[src/rtl/pass_chain_pkg.sv]
package pass_chain_pkg;

  // index width for a file of p registers, never below one bit
  function automatic int idx_bits(input int p);
    return (p > 1) ? $clog2(p) : 1;
  endfunction

endpackage

[src/rtl/pass_slot.sv]
// One B-bit register of a pass file: restore, then local write, then pass-through.
module pass_slot #(
  parameter int B = 8
) (
  input  logic         clk,
  input  logic         rst,
  input  logic         ld_stb,
  input  logic [B-1:0] ld_data,
  input  logic         wr_hit,
  input  logic [B-1:0] wr_data,
  input  logic [B-1:0] up_d,
  output logic [B-1:0] q
);

  always_ff @(posedge clk) begin
    if (rst)         q <= '0;
    else if (ld_stb) q <= ld_data;
    else if (wr_hit) q <= wr_data;
    else             q <= up_d;
  end

endmodule

[src/rtl/pass_rd_mux.sv]
// Forward read port: selects one register of the file by index.
module pass_rd_mux #(
  parameter int B  = 8,
  parameter int P  = 4,
  parameter int IW = 2
) (
  input  logic [P*B-1:0] regs,
  input  logic [IW-1:0]  sel,
  output logic [B-1:0]   dout
);

  always_comb begin
    dout = '0;
    for (int r = 0; r < P; r++) begin
      if (sel == IW'(r)) dout = regs[r*B +: B];
    end
  end

endmodule

[src/rtl/pass_file.sv]
// One stage: P slots, a write decoder, the forward read mux and the fixed register-0 path.
module pass_file #(
  parameter int B  = 8,
  parameter int P  = 4,
  parameter int IW = 2
) (
  input  logic           clk,
  input  logic           rst,
  input  logic           wr_en,
  input  logic [IW-1:0]  wr_idx,
  input  logic [B-1:0]   wr_data,
  input  logic           restore_stb,
  input  logic [B-1:0]   restore_data,
  input  logic [IW-1:0]  rd_idx,
  input  logic [P*B-1:0] up_regs,
  output logic [P*B-1:0] regs,
  output logic [B-1:0]   fwd_q,
  output logic [B-1:0]   reg0_q
);

  for (genvar r = 0; r < P; r++) begin : g_slot
    logic hit;
    logic ld;
    assign hit = wr_en && (wr_idx == IW'(r));
    // only register 0 is reachable by the restore path
    if (r == 0) begin : g_ld
      assign ld = restore_stb;
    end else begin : g_no_ld
      assign ld = 1'b0;
    end

    pass_slot #(.B(B)) u_slot (
      .clk     (clk),
      .rst     (rst),
      .ld_stb  (ld),
      .ld_data (restore_data),
      .wr_hit  (hit),
      .wr_data (wr_data),
      .up_d    (up_regs[r*B +: B]),
      .q       (regs[r*B +: B])
    );
  end

  pass_rd_mux #(.B(B), .P(P), .IW(IW)) u_fwd (
    .regs (regs),
    .sel  (rd_idx),
    .dout (fwd_q)
  );

  assign reg0_q = regs[B-1:0];

endmodule

[src/rtl/pass_reg_chain.sv]
module pass_reg_chain
  import pass_chain_pkg::*;
#(
  parameter int S = 4,
  parameter int B = 8,
  parameter int P = 4,
  localparam int IW = idx_bits(P)
) (
  input  logic           clk,
  input  logic           rst,
  input  logic [S-1:0]   wr_en,
  input  logic [S*IW-1:0] wr_idx,
  input  logic [S*B-1:0] wr_data,
  input  logic [S-1:0]   restore_stb,
  input  logic [S*B-1:0] restore_data,
  input  logic [S*IW-1:0] rd_idx,
  output logic [S*B-1:0] fwd_q,
  output logic [S*B-1:0] reg0_q
);

  // link[s] holds the registers that stage s receives from upstream
  logic [S:0][P*B-1:0] link;
  assign link[0] = '0;

  for (genvar s = 0; s < S; s++) begin : g_stage
    pass_file #(.B(B), .P(P), .IW(IW)) u_file (
      .clk          (clk),
      .rst          (rst),
      .wr_en        (wr_en[s]),
      .wr_idx       (wr_idx[s*IW +: IW]),
      .wr_data      (wr_data[s*B +: B]),
      .restore_stb  (restore_stb[s]),
      .restore_data (restore_data[s*B +: B]),
      .rd_idx       (rd_idx[s*IW +: IW]),
      .up_regs      (link[s]),
      .regs         (link[s+1]),
      .fwd_q        (fwd_q[s*B +: B]),
      .reg0_q       (reg0_q[s*B +: B])
    );
  end

endmodule

[config.mk]
export PLATFORM = sky130hd
export DESIGN_NAME = pass_reg_chain
export DESIGN_NICKNAME = d
export VERILOG_FILES = /design/src/rtl/pass_chain_pkg.sv /design/src/rtl/pass_slot.sv /design/src/rtl/pass_rd_mux.sv /design/src/rtl/pass_file.sv /design/src/rtl/pass_reg_chain.sv
export SDC_FILE = /design/constraint.sdc
export NUM_CORES = 1
export LEC_CHECK = 0
export ABC_AREA = 1
export BUFFER_PORTS_ARGS = -buffer_cell sky130_fd_sc_hd__buf_4
export CAP_MARGIN = 15
export CORE_MARGIN = 2
export CORE_UTILIZATION = 25
export DETAILED_ROUTE_END_ITERATION = 8
export GPL_TIMING_DRIVEN = 1
export HOLD_SLACK_MARGIN = 0.12
export PLACE_DENSITY_LB_ADDON = 0.2
export SYNTH_ARGS = -nofsm -noshare
export SYNTH_HDL_FRONTEND = slang
export SYNTH_HIERARCHICAL = 1
export SYNTH_SLANG_ARGS = --single-unit
[constraint.sdc]
create_clock -name clk -period 1.1 [get_ports clk]
set_clock_uncertainty 0.15 [all_clocks]
set_input_delay 0.22 -clock clk [delete_from_list [all_inputs] [get_ports clk]]
set_output_delay 0.22 -clock clk [all_outputs]
set_load 0.01 [all_outputs]
-- Word level (Yosys, flattened, before mapping)
Index checks and enable logic that the tools add are counted.
- bits of input ports: 90
- word-level logic and storage cells: 103
- bits in registers: 128
- output and inout bits: 64
- eq/ne operators: 24
- multiplexer cells: 33
- reductions and logical operators: 27
- bitwise operators: 3
- operator list (operator ; count):
    $mux 8 ; 33
    $eq 2x2->1 const B ; 16
    $eq 2x1->1 const B ; 8
    $logic_and 1x1->1 ; 16
    $logic_not 2->1 ; 8
    $reduce_or 2->1 ; 3
    $not 1->1 ; 3

-- Depth between registers and ports, before layout
- word-level depth: 5
- mapped depth: 9
- gate-level depth less buffers: 7

-- By module
The synthesis kept the hierarchy.
- modules (own cells, without submodules) (module ; cells each ; area each (um2) ; sequential area each (um2) ; instances):
    pass_slot ; 69 ; 417.9 ; 160.2 ; 16
    pass_rd_mux ; 47 ; 264.0 ; 0.0 ; 4
    pass_file ; 17 ; 93.8 ; 0.0 ; 4
    pass_reg_chain ; 1 ; 3.8 ; 0.0 ; 1

-- Worst setup path before layout
Ideal clock, no wire load.
- path type: input to register
- start: in wr_idx[2]
- end: reg g_stage[1].u_file.g_slot[2].u_slot.q[0]
- required time: 0.833 ns
- stages on the path: 8
- data arrival time: 0.809 ns
- setup time: 0.117 ns
- path slack: 0.024 ns
- path buffers: 2
- path through: inv_1 nand2_1 nor2_1 buf_6 buf_6 nor2_1 nor2_1 nor2_1
- word-level cells in the longest chain between the ends: 3
- ends and longest elaborated chain (what ; line ; RTL):
    from (decl) ; pass_reg_chain.sv:12 ; input logic [S*IW-1:0] wr_idx,
    $eq 2x2->1 ; pass_file.sv:24 ; assign hit = wr_en && (wr_idx == IW'(r));
    $logic_and 1x1->1 ; pass_file.sv:24 ;
    named net g_stage[1].u_file.g_slot[2].hit ; pass_file.sv:22 ; logic hit;
    $mux 8 ; pass_slot.sv:18 ; else if (wr_hit) q <= wr_data;
    to (signal assigned) ; pass_slot.sv:17 ; else if (ld_stb) q <= ld_data;
    to (signal assigned) ; pass_slot.sv:18 ;
    to (signal assigned) ; pass_slot.sv:19 ; else q <= up_d;
    to (decl) ; pass_slot.sv:12 ; output logic [B-1:0] q
The timed path passes the listed nets, and every way through them passes these cells.
A chain may end at the register's enable or synchronous reset.

-- Final worst setup path
- start: reg g_stage[2].u_file.g_slot[0].u_slot.q[3]
- end: out fwd_q[19]
- word-level cells in the longest chain between the ends: 4
- ends and longest elaborated chain (what ; line ; RTL):
    from (decl) ; pass_slot.sv:12 ;
    from (signal assigned) ; pass_slot.sv:17 ;
    from (signal assigned) ; pass_slot.sv:18 ;
    from (signal assigned) ; pass_slot.sv:19 ;
    $mux 8 (4 in series) ; pass_rd_mux.sv:15 ; if (sel == IW'(r)) dout = regs[r*B +: B];
    to (decl) ; pass_reg_chain.sv:17 ; output logic [S*B-1:0] fwd_q,
No other way between the ends.

==> flow_summary_export.csv <==
group,metric,value,unit
die,start_util,0.255,
flow_run,cap_viol_max_count,0,
grt,antenna_found_initial,0,
timing,holdWs,64.3,ps
layout,layout_commonest_cell,"nor2_1",
cts,numCtsBuffers,17,
drt,drt_first_pass_iters,5,
grt,grt_pass1_vias,8808,
layout,reg.largest.list,"g_stage.u_file/g_slot.u_slot/q: 128 flops",
die,io-pin-count,154,
layout,largest_register_ffs,128,
drt,vias,9170,
drt,final_antenna_net_count,0,
die,core-area,31600,sq um
timing,final_max_slew_viol_count,0,
worst_setup_path,path_cells,"nand2_1 -> nand4_1 -> buf_4",
timing,min_period,1570,ps
worst_setup_path,slowest_stage,"dfxtp_2",
worst_setup_path,timing.critical_path.to_type,"output pin",
layout,synthToLayoutAreaGrowth,49.3,%
grt,grt_max_degree,19,
outcome,violations,"negative setup slack",
hold_path,hold_class,"in2reg",
worst_setup_path,crit_fanout,2,
layout,final_cell_mix,"nor2_1 (368), nand2_1 (290), buf_4 (191)",
grt,grt_pass1_wl,46100,microns
cts,cts_sinks,128,
grt,gr-total-overflow,0,
layout,layout-drive-gt1-share,0.313,
placed_design,io_buffer_count,153,
die,die_area,33700,sq um
placed_design,placedCellCount,1931,
timing,finalHoldViolations,0,
timing,setup_viol,72,
die,die_w,184,microns
cts,htreeDepth,4,
layout,finalNetCount,1751,
drt,initialDrtViolationCount,535,
cts,clk_pin_slew,60,ps
placed_design,place.gp.congestion,0.873,
timing,fin_ws,-474,ps
layout,layout.cells.non_filler,2076,
drt,vias_per_cell,4.42,
pwr,p_leak,5.64,nW
logic_synthesis,yosys_warnings,6,
worst_setup_path,worstSetupPathType,"reg2out",
timing,rsz0062_at_grt,"yes",
grt,grt.total_usage,0.177,
outcome,outcome,"finished with violations",
timing,finalCritPeriodShare,1.43,
cts,cts_root_buffer,"clkbuf_16",
drt,drc_errors,0,
worst_setup_path,worst_setup_path_start_kind,"register",
die,num_rows,65,
drt,wl_per_cell,14.4,microns
cts,clk_latency,420,ps
worst_setup_path,worstPathArrival,1200,ps
drt,routed_wirelength,30000,microns
timing,final.setup.tns,-20280,ps
worst_setup_path,cp.required,730,ps
logic_synthesis,netlist_instances,1353,
cts,clockBufferDepth,2,
pwr,report.power.total,14.2,mW
timing,max_freq,635,MHz
pwr,ir_drop,1070,uV
logic_synthesis,syn_area_per_cell,5.96,sq um
placed_design,dpl.hpwl,22900,microns
pwr,power_density,1180,nW/um^2
die,die_y,184,microns
layout,regMostFlops,"g_stage.u_file/g_slot.u_slot/q",
cts,cts_tree,"done",
worst_setup_path,max_stage_delay,340,ps
layout,n_antenna_cell,0,
logic_synthesis,synth_area,8060,sq um
==> path summary, 6_finish.rpt <==
path                                                                         start                                            endpoint  slack [ps]  cells after the start
worst min-delay path                                                    wr_data[5]  g_stage[0].u_file/g_slot[0].u_slot/q[5]$_SDFF_PP0_          60                      5
worst min register to register  g_stage[1].u_file/g_slot[2].u_slot/q[1]$_SDFF_PP0_  g_stage[2].u_file/g_slot[2].u_slot/q[1]$_SDFF_PP0_         420                      4
worst max register to register  g_stage[1].u_file/g_slot[0].u_slot/q[5]$_SDFF_PP0_  g_stage[2].u_file/g_slot[0].u_slot/q[5]$_SDFF_PP0_         -90                      7
worst max-delay path            g_stage[2].u_file/g_slot[0].u_slot/q[3]$_SDFF_PP0_                                           fwd_q[19]        -470                      3
==> stage by stage <==
| stage | setup slack, ps | utilization | cell area, sq um |
|---|---|---|---|
| global route | -504 | 0.380 | 12000 |
| detailed placement | -352 | 0.304 | 9620 |
| global placement | -345 | 0.304 | 9620 |
| finish | -474 | 0.380 | 12000 |
| floorplan | 23.9 | - | 8210 |
| CTS | -455 | 0.368 | 11600 |
==> per-layer routing <==
layer | vias up | track usage | part of all wire
met1 | 4159 | 0.218 | 0.43
met4 | 0 | 0.0598 | 0.025
met2 | 285 | 0.315 | 0.49
met5 | - | 0 | 0
li1 | 4677 | - | -
met3 | 49 | 0.0256 | 0.050
==> worst max-delay path: cells and delay by family (launching register included) <==
kind | cells | cell delay, ps
buffers and inverters | 1 | 210
AND/OR/NAND/NOR | 2 | 240
flip-flops | 1 | 340
==> layout make-up <==
class                      instances  area [sq um]
sequential                       128          2720
clock inverter                    14           135
fill                            3359         19600
timing repair buffer             338          3050
clock buffer                      18           429
inverter                         176           673
tap                              402           503
multi-input combinational       1000          4520
==> where the power goes <==
group	internal (mW)	total, mW	switching (mW)
Sequential	5.04	5.33	0.292
Combinational	1.64	3.46	1.82
Clock	3.14	5.42	2.28
==> what timing repair did <==
| action | CTS | global route |
|---|---|---|
| resized for setup | 178 | 136 |
| buffers inserted | 43 | 23 |
| endpoints found under the hold margin | 128 | 6 |
| hold buffers | 64 | 3 |
| setup endpoints to repair | 64 | 110 |
| pin swaps | 41 | 65 |
No activity file was read; power rests on OpenSTA's default activity.
